<file path="src/rtl/dma_seq_pkg.sv">
package dma_seq_pkg;

    typedef enum logic {
        UNIT_BYTE = 1'b0,
        UNIT_WORD = 1'b1
    } xfer_unit_e;

endpackage

</file>
<file path="src/rtl/dma_seq_cfg.sv">
module dma_seq_cfg
    import dma_seq_pkg::*;
#(
    parameter int PAGE_W = 8,
    parameter int ADDR_W = 16,
    parameter int CNT_W  = 16
) (
    input  logic              clk,
    input  logic              rst_n,
    input  logic              load,
    input  logic [PAGE_W-1:0] page_i,
    input  logic [ADDR_W-1:0] addr_i,
    input  logic [CNT_W-1:0]  cnt_i,
    input  xfer_unit_e        unit_i,
    input  logic              auto_i,
    output logic [PAGE_W-1:0] page_o,
    output logic [ADDR_W-1:0] base_addr_o,
    output logic [CNT_W-1:0]  base_cnt_o,
    output xfer_unit_e        unit_o,
    output logic              auto_o
);

    typedef struct packed {
        logic [PAGE_W-1:0] page;
        logic [ADDR_W-1:0] base_addr;
        logic [CNT_W-1:0]  base_cnt;
        xfer_unit_e        unit;
        logic              autoinit;
    } cfg_t;

    cfg_t cfg_d, cfg_q;

    always_comb begin
        cfg_d = cfg_q;
        if (load) begin
            cfg_d.page      = page_i;
            cfg_d.base_addr = addr_i;
            cfg_d.base_cnt  = cnt_i;
            cfg_d.unit      = unit_i;
            cfg_d.autoinit  = auto_i;
        end
    end

    always_ff @(posedge clk or negedge rst_n) begin
        if (!rst_n) begin
            cfg_q <= '{page: '0, base_addr: '0, base_cnt: '0,
                       unit: UNIT_BYTE, autoinit: 1'b0};
        end else begin
            cfg_q <= cfg_d;
        end
    end

    assign page_o      = cfg_q.page;
    assign base_addr_o = cfg_q.base_addr;
    assign base_cnt_o  = cfg_q.base_cnt;
    assign unit_o      = cfg_q.unit;
    assign auto_o      = cfg_q.autoinit;

    // Programmed values only move on a load
    p_cfg_hold_r2: assert property (@(posedge clk) disable iff (!rst_n)
        !load |=> $stable(cfg_q));

endmodule

</file>
<file path="src/rtl/dma_seq_ctr.sv">
module dma_seq_ctr #(
    parameter int ADDR_W = 16,
    parameter int CNT_W  = 16
) (
    input  logic              clk,
    input  logic              rst_n,
    input  logic              load,
    input  logic [ADDR_W-1:0] load_addr,
    input  logic [CNT_W-1:0]  load_cnt,
    input  logic              xfer,
    input  logic              auto_i,
    input  logic [ADDR_W-1:0] base_addr,
    input  logic [CNT_W-1:0]  base_cnt,
    output logic [ADDR_W-1:0] cur_addr,
    output logic [CNT_W-1:0]  cur_cnt,
    output logic              armed,
    output logic              tc
);

    localparam logic [CNT_W-1:0]  CNT_ZERO = '0;
    localparam logic [ADDR_W-1:0] ADDR_ONE = ADDR_W'(1);
    localparam logic [CNT_W-1:0]  CNT_ONE  = CNT_W'(1);

    typedef struct packed {
        logic [ADDR_W-1:0] addr;
        logic [CNT_W-1:0]  cnt;
        logic              armed;
    } ctr_t;

    ctr_t ctr_d, ctr_q;
    logic step;
    logic last;

    always_comb begin
        ctr_d = ctr_q;
        step  = ctr_q.armed && xfer && !load;
        last  = step && (ctr_q.cnt == CNT_ZERO);
        if (load) begin
            ctr_d.addr  = load_addr;
            ctr_d.cnt   = load_cnt;
            ctr_d.armed = 1'b1;
        end else if (step) begin
            if (last && auto_i) begin
                ctr_d.addr = base_addr;
                ctr_d.cnt  = base_cnt;
            end else begin
                ctr_d.addr = ctr_q.addr + ADDR_ONE;
                ctr_d.cnt  = ctr_q.cnt - CNT_ONE;
                if (last) begin
                    ctr_d.armed = 1'b0;
                end
            end
        end
    end

    always_ff @(posedge clk or negedge rst_n) begin
        if (!rst_n) begin
            ctr_q <= '{addr: '0, cnt: '0, armed: 1'b0};
        end else begin
            ctr_q <= ctr_d;
        end
    end

    assign cur_addr = ctr_q.addr;
    assign cur_cnt  = ctr_q.cnt;
    assign armed    = ctr_q.armed;
    assign tc       = last;

    // Disarmed channel ignores transfers
    p_idle_hold_r10: assert property (@(posedge clk) disable iff (!rst_n)
        (!ctr_q.armed && !load) |=> ($stable(ctr_q.addr) && $stable(ctr_q.cnt) && !ctr_q.armed));

    // Normal step moves address up and count down
    p_step_r5: assert property (@(posedge clk) disable iff (!rst_n)
        (ctr_q.armed && xfer && !load && ctr_q.cnt != CNT_ZERO) |=>
        (ctr_q.addr == $past(ctr_q.addr) + ADDR_ONE) && (ctr_q.cnt == $past(ctr_q.cnt) - CNT_ONE));

    // Terminal count with reinitialisation restores the start values
    p_auto_reload_r8: assert property (@(posedge clk) disable iff (!rst_n)
        (ctr_q.armed && xfer && !load && ctr_q.cnt == CNT_ZERO && auto_i) |=>
        (ctr_q.addr == base_addr) && (ctr_q.cnt == base_cnt) && ctr_q.armed);

    // Terminal count without reinitialisation disarms
    p_stop_r7: assert property (@(posedge clk) disable iff (!rst_n)
        (ctr_q.armed && xfer && !load && ctr_q.cnt == CNT_ZERO && !auto_i) |=> !ctr_q.armed);

    // A load always arms the channel
    p_load_arms_r2: assert property (@(posedge clk) disable iff (!rst_n)
        load |=> ctr_q.armed && (ctr_q.addr == $past(load_addr)));

endmodule

</file>
<file path="src/rtl/dma_seq_fmt.sv">
module dma_seq_fmt
    import dma_seq_pkg::*;
#(
    parameter int PAGE_W = 8,
    parameter int ADDR_W = 16,
    parameter int CNT_W  = 16,
    localparam int PHYS_W = PAGE_W + ADDR_W,
    localparam int RES_W  = CNT_W + 1
) (
    input  logic [PAGE_W-1:0] page,
    input  logic [ADDR_W-1:0] addr,
    input  logic [CNT_W-1:0]  cnt,
    input  xfer_unit_e        unit,
    output logic [PHYS_W-1:0] phys_addr,
    output logic [RES_W-1:0]  residue
);

    logic [CNT_W-1:0] units_left;

    always_comb begin
        units_left = cnt + CNT_W'(1);
        if (unit == UNIT_WORD) begin
            phys_addr = {page[PAGE_W-1:1], addr, 1'b0};
            residue   = {units_left, 1'b0};
        end else begin
            phys_addr = {page, addr};
            residue   = {1'b0, units_left};
        end
    end

endmodule

</file>
<file path="src/rtl/dma_addr_seq.sv">
module dma_addr_seq
    import dma_seq_pkg::*;
#(
    parameter int PAGE_W = 8,
    parameter int ADDR_W = 16,
    parameter int CNT_W  = 16,
    localparam int PHYS_W = PAGE_W + ADDR_W,
    localparam int RES_W  = CNT_W + 1
) (
    input  logic              clk,
    input  logic              rst_n,
    input  logic              load_i,
    input  logic [PAGE_W-1:0] page_i,
    input  logic [ADDR_W-1:0] addr_i,
    input  logic [CNT_W-1:0]  count_i,
    input  logic              word_mode_i,
    input  logic              autoinit_i,
    input  logic              xfer_i,
    output logic [PHYS_W-1:0] phys_addr_o,
    output logic              tc_o,
    output logic [RES_W-1:0]  residue_o
);

    logic [PAGE_W-1:0] page_q;
    logic [ADDR_W-1:0] base_addr_q;
    logic [CNT_W-1:0]  base_cnt_q;
    xfer_unit_e        unit_q;
    logic              auto_q;
    logic [ADDR_W-1:0] cur_addr;
    logic [CNT_W-1:0]  cur_cnt;
    logic              armed;

    dma_seq_cfg #(.PAGE_W(PAGE_W), .ADDR_W(ADDR_W), .CNT_W(CNT_W)) u_cfg (
        .clk         (clk),
        .rst_n       (rst_n),
        .load        (load_i),
        .page_i      (page_i),
        .addr_i      (addr_i),
        .cnt_i       (count_i),
        .unit_i      (xfer_unit_e'(word_mode_i)),
        .auto_i      (autoinit_i),
        .page_o      (page_q),
        .base_addr_o (base_addr_q),
        .base_cnt_o  (base_cnt_q),
        .unit_o      (unit_q),
        .auto_o      (auto_q)
    );

    dma_seq_ctr #(.ADDR_W(ADDR_W), .CNT_W(CNT_W)) u_ctr (
        .clk       (clk),
        .rst_n     (rst_n),
        .load      (load_i),
        .load_addr (addr_i),
        .load_cnt  (count_i),
        .xfer      (xfer_i),
        .auto_i    (auto_q),
        .base_addr (base_addr_q),
        .base_cnt  (base_cnt_q),
        .cur_addr  (cur_addr),
        .cur_cnt   (cur_cnt),
        .armed     (armed),
        .tc        (tc_o)
    );

    dma_seq_fmt #(.PAGE_W(PAGE_W), .ADDR_W(ADDR_W), .CNT_W(CNT_W)) u_fmt (
        .page      (page_q),
        .addr      (cur_addr),
        .cnt       (cur_cnt),
        .unit      (unit_q),
        .phys_addr (phys_addr_o),
        .residue   (residue_o)
    );

    // Terminal count only during a real transfer without load
    p_tc_on_xfer_r6: assert property (@(posedge clk) disable iff (!rst_n)
        tc_o |-> (xfer_i && !load_i));

    // Address steps never reach the page bits
    p_window_r5: assert property (@(posedge clk) disable iff (!rst_n)
        !load_i |=> $stable(phys_addr_o[PHYS_W-1:ADDR_W+1]));

    // A finished run without reinitialisation shows nothing left
    p_done_zero_r7: assert property (@(posedge clk) disable iff (!rst_n)
        (tc_o && !auto_q) |=> (residue_o == '0));

    // Word units always give an even bus address
    p_even_word_r4: assert property (@(posedge clk) disable iff (!rst_n)
        (word_mode_i && load_i) |=> !phys_addr_o[0]);

endmodule

</file>
<file path="config.mk">
export PLATFORM = sky130hd
export DESIGN_NAME = dma_addr_seq
export DESIGN_NICKNAME = d
export VERILOG_FILES = /design/src/rtl/dma_seq_pkg.sv /design/src/rtl/dma_seq_cfg.sv /design/src/rtl/dma_seq_ctr.sv /design/src/rtl/dma_seq_fmt.sv /design/src/rtl/dma_addr_seq.sv
export SDC_FILE = /design/constraint.sdc
export NUM_CORES = 1
export LEC_CHECK = 0
export CAP_MARGIN = 20
export CORE_MARGIN = 3
export CORE_UTILIZATION = 59
export CTS_BUF_LIST = sky130_fd_sc_hd__clkbuf_8
export CTS_CLUSTER_SIZE = 10
export DETAILED_ROUTE_END_ITERATION = 8
export MAX_ROUTING_LAYER = met4
export PLACE_DENSITY_LB_ADDON = 0.08
export SLEW_MARGIN = 15
export SYNTH_ARGS = -nofsm -noshare
export SYNTH_HDL_FRONTEND = slang
export SYNTH_SLANG_ARGS = --single-unit
</file>
<file path="constraint.sdc">
create_clock -name clk -period 5.05 [get_ports clk]
set_clock_uncertainty 0.2 [all_clocks]
set_input_delay 0.7575 -clock clk [delete_from_list [all_inputs] [get_ports clk]]
set_output_delay 0.7575 -clock clk [all_outputs]
set_load 0.01 [all_outputs]
</file>
==> metrics.csv <==
metric,value,unit
hold buffers post-CTS,0,
Longest Clk Path Bufs,2,
Area growth syn-to-layout,20.6,%
Via Count,4287,
Setup Buffers After CTS,0,
final instance area,5860,sq um
final hold slack,0.293,ns
Final Util,0.746,
Worst setup EP type,output pin,
post-synth top area share,0.386,
Root Driver,clkbuf_8,
syn_area_per_cell,8.83,sq um
Fmax,251,MHz
DP Area,5630,sq um
#FFs+latches synth,75,
share of layout cells above drive strength 1,0.112,
Leak,2.40,nW
sequential area share after synthesis,0.386,
level count of the clock H-tree,3,
max_cap viols,0,
Initial DRT Pass Iterations,5,
minimum clock period,3.99,ns
Reg power frac,0.450,
Tcrit/Tclk final,0.789,
CTS tree,yes,
clock share of power,0.284,
RSZ-0062 raised after global routing,false,
"Net count, final",654,
Mapped Cells,550,
asr flop ratio synth,1.00,
initial DRC count,300,
internal power,0.00116,W
Avg WL per Cell,16.9,um
Resize count post-CTS,0,
"wirelength, routed",12000,um
Comb power frac,0.266,
top post-synthesis cells by area,"dfrtp_1 (39%), mux2_2 (8.3%), o21ai_0 (6.2%), nand2_1 (4.3%), a21oi_1 (3.2%)",
Ant. Diodes,0,
I/O Pins,88,
CP required,4.09,ns
largest net degree at the start of global routing,115,
die width,96.7,um
worst-path maximum fanout,9,
CORE AREA,7850,sq um
min-delay worst type,register to register,
clk_lat worst skew,0.35,ns
Syn. warnings,0,
GRT Total Usage,0.261,
startpoint types,register,
Sw Ratio,0.310,
DIE AREA,9360,sq um
CTS Sinks,75,
Syn Nets,600,
hpwl dp,7860,um
vias per inst,6.03,
port buffer count,87,
final hold viol count,0,
Synth cell types,60,
effective utilization at floorplan,0.619,
die outline height,96.7,um
Main synth FF type,dfrtp_1,
worst vdd ir,0.180,mV
row count,32,
Routed Antenna Nets,0,
Post-synth EDFFs,0,
total negative slack,0,ns
RePlAce Congestion,0.828,
status,"finished, final reports clean",
critical path class,register to output pin,
CTS Buf Count,9,
first-pass GRT wire length,19800,um
worst-margin pin slew,1.06,ns
Slew headroom,0.293,
Sw Pwr,0.000522,W
Pwr Density,287,nW/um^2
Pins Over Slew Limit,0,
final setup fails,0,
largest area contributor in the netlist,dfrtp_1,
global route total overflow,0,
Post-Syn Area,4860,sq um
initial antenna violation count,0,
drt drc,0,
"Arr. time, crit path",3.03,ns
Clock Pin Slew Worst Setup and Hold Paths,0.08,ns
number of global-route vias before repair,4136,
-- layout by cell type, fill, tap and decap left out, types with 6 or more instances in the layout --
master            n
xor2_1           13
mux2_2           36
dfrtp_1          74
o211ai_1          6
a21oi_1          31
and3_1           10
xnor2_1          11
nor2_1           38
nand3b_1          7
nand3_1          13
buf_4             7
a31oi_1           6
o21ai_0          60
inv_1            34
nand2_1          55
clkdlybuf4s50_1  85
clkbuf_8         11
mux2i_1          13
nor3_1           11
-- power by group through the flow --
stage               Combinational, W  Sequential (W)  Clock, W
finish                      0.000448        0.000756  0.000477
global route                0.000491        0.000769  0.000506
CTS                         0.000437        0.000764  0.000484
detailed placement          0.000433        0.000775         0
global placement            0.000423        0.000768         0
floorplan                   0.000302        0.000712         0
-- metrics by stage --
stage / cells / setup slack [ns] / power [W]
final: 711 / 1.06 / 0.00168
after global routing: 711 / 0.861 / 0.00177
after floorplan: 550 / 2.24 / 0.00101
after detailed placement: 694 / 1.40 / 0.00121
after CTS: 710 / 1.02 / 0.00168
after global placement: 694 / 1.54 / 0.00119
-- cell type report --
class / instances / area (sq um)
timing repair buffer: 93 / 923
clock inverter: 5 / 52.6
clock buffer: 11 / 151
inverter: 33 / 124
multi-input combinational: 392 / 2600
tap: 102 / 128
fill: 617 / 1990
sequential: 75 / 1880
-- synth_stat cells, drive strengths merged, types with 6 or more instances --
library cell,count
a21oi,31
a31oi,6
and3,10
buf,24
clkbuf,26
dfrtp,75
inv,33
mux2,37
mux2i,13
nand2,55
nand3,14
nand3b,7
nor2,38
nor3,11
nor4,6
o211ai,6
o21ai,60
xnor2,11
xor2,13
-- state kept, by name, indices dropped and copies added (netlist names) --
register	flops
u_ctr.armed	1
u_cfg.base_cnt_o	16
u_cfg.unit_o	1
u_cfg.base_addr_o	16
u_ctr.cur_cnt	16
u_cfg.auto_o	1
u_cfg.page_o	8
u_ctr.cur_addr	16
-- layer usage --
metal / up-vias / GRT usage / wire length [um]
met4: 0 / 0.133 / 408
met2: 169 / 0.416 / 5870
li1: 2047 / - / -
met3: 33 / 0.0317 / 756
met1: 2038 / 0.329 / 5000
met5: - / - / 0
-- cell families (layout without fill, tap and decap cells) --
family,Yosys count,after routing,share of synthesized area
mux,50,50,0.113
xor+xnor,24,24,0.0433
simple gates,177,177,0.195
compound gates,137,137,0.174
fa+ha+maj,4,4,0.0103
buf+inv,83,142,0.0780
flops,75,75,0.386
-- worst paths after layout --
kind	startpoint	endpoint	slack [ns]	depth (start not counted)
setup / recovery	u_ctr.cur_cnt[0]	residue_o[13]	1.06	7
min in group asynchronous	rst_n	u_cfg.base_cnt_o[8]	0.32	1
hold reg to reg	u_cfg.base_addr_o[5]	u_ctr.cur_addr[5]	0.29	2
hold / removal	u_cfg.base_addr_o[5]	u_ctr.cur_addr[5]	0.29	2
max in group asynchronous	rst_n	u_cfg.unit_o	3.59	1
setup reg to reg	u_ctr.cur_cnt[0]	u_ctr.cur_cnt[5]	2.10	7
-- critical path, cell delays in order, from the launching register on --
cell	delay (ns)
dfrtp_1	0.53
ha_1	0.28
and4_1	0.41
nor3b_4	0.46
nand4_1	0.15
and3_1	0.20
a21oi_1	0.11
clkdlybuf4s50_1	0.54
(Power assumes the default switching activity.)
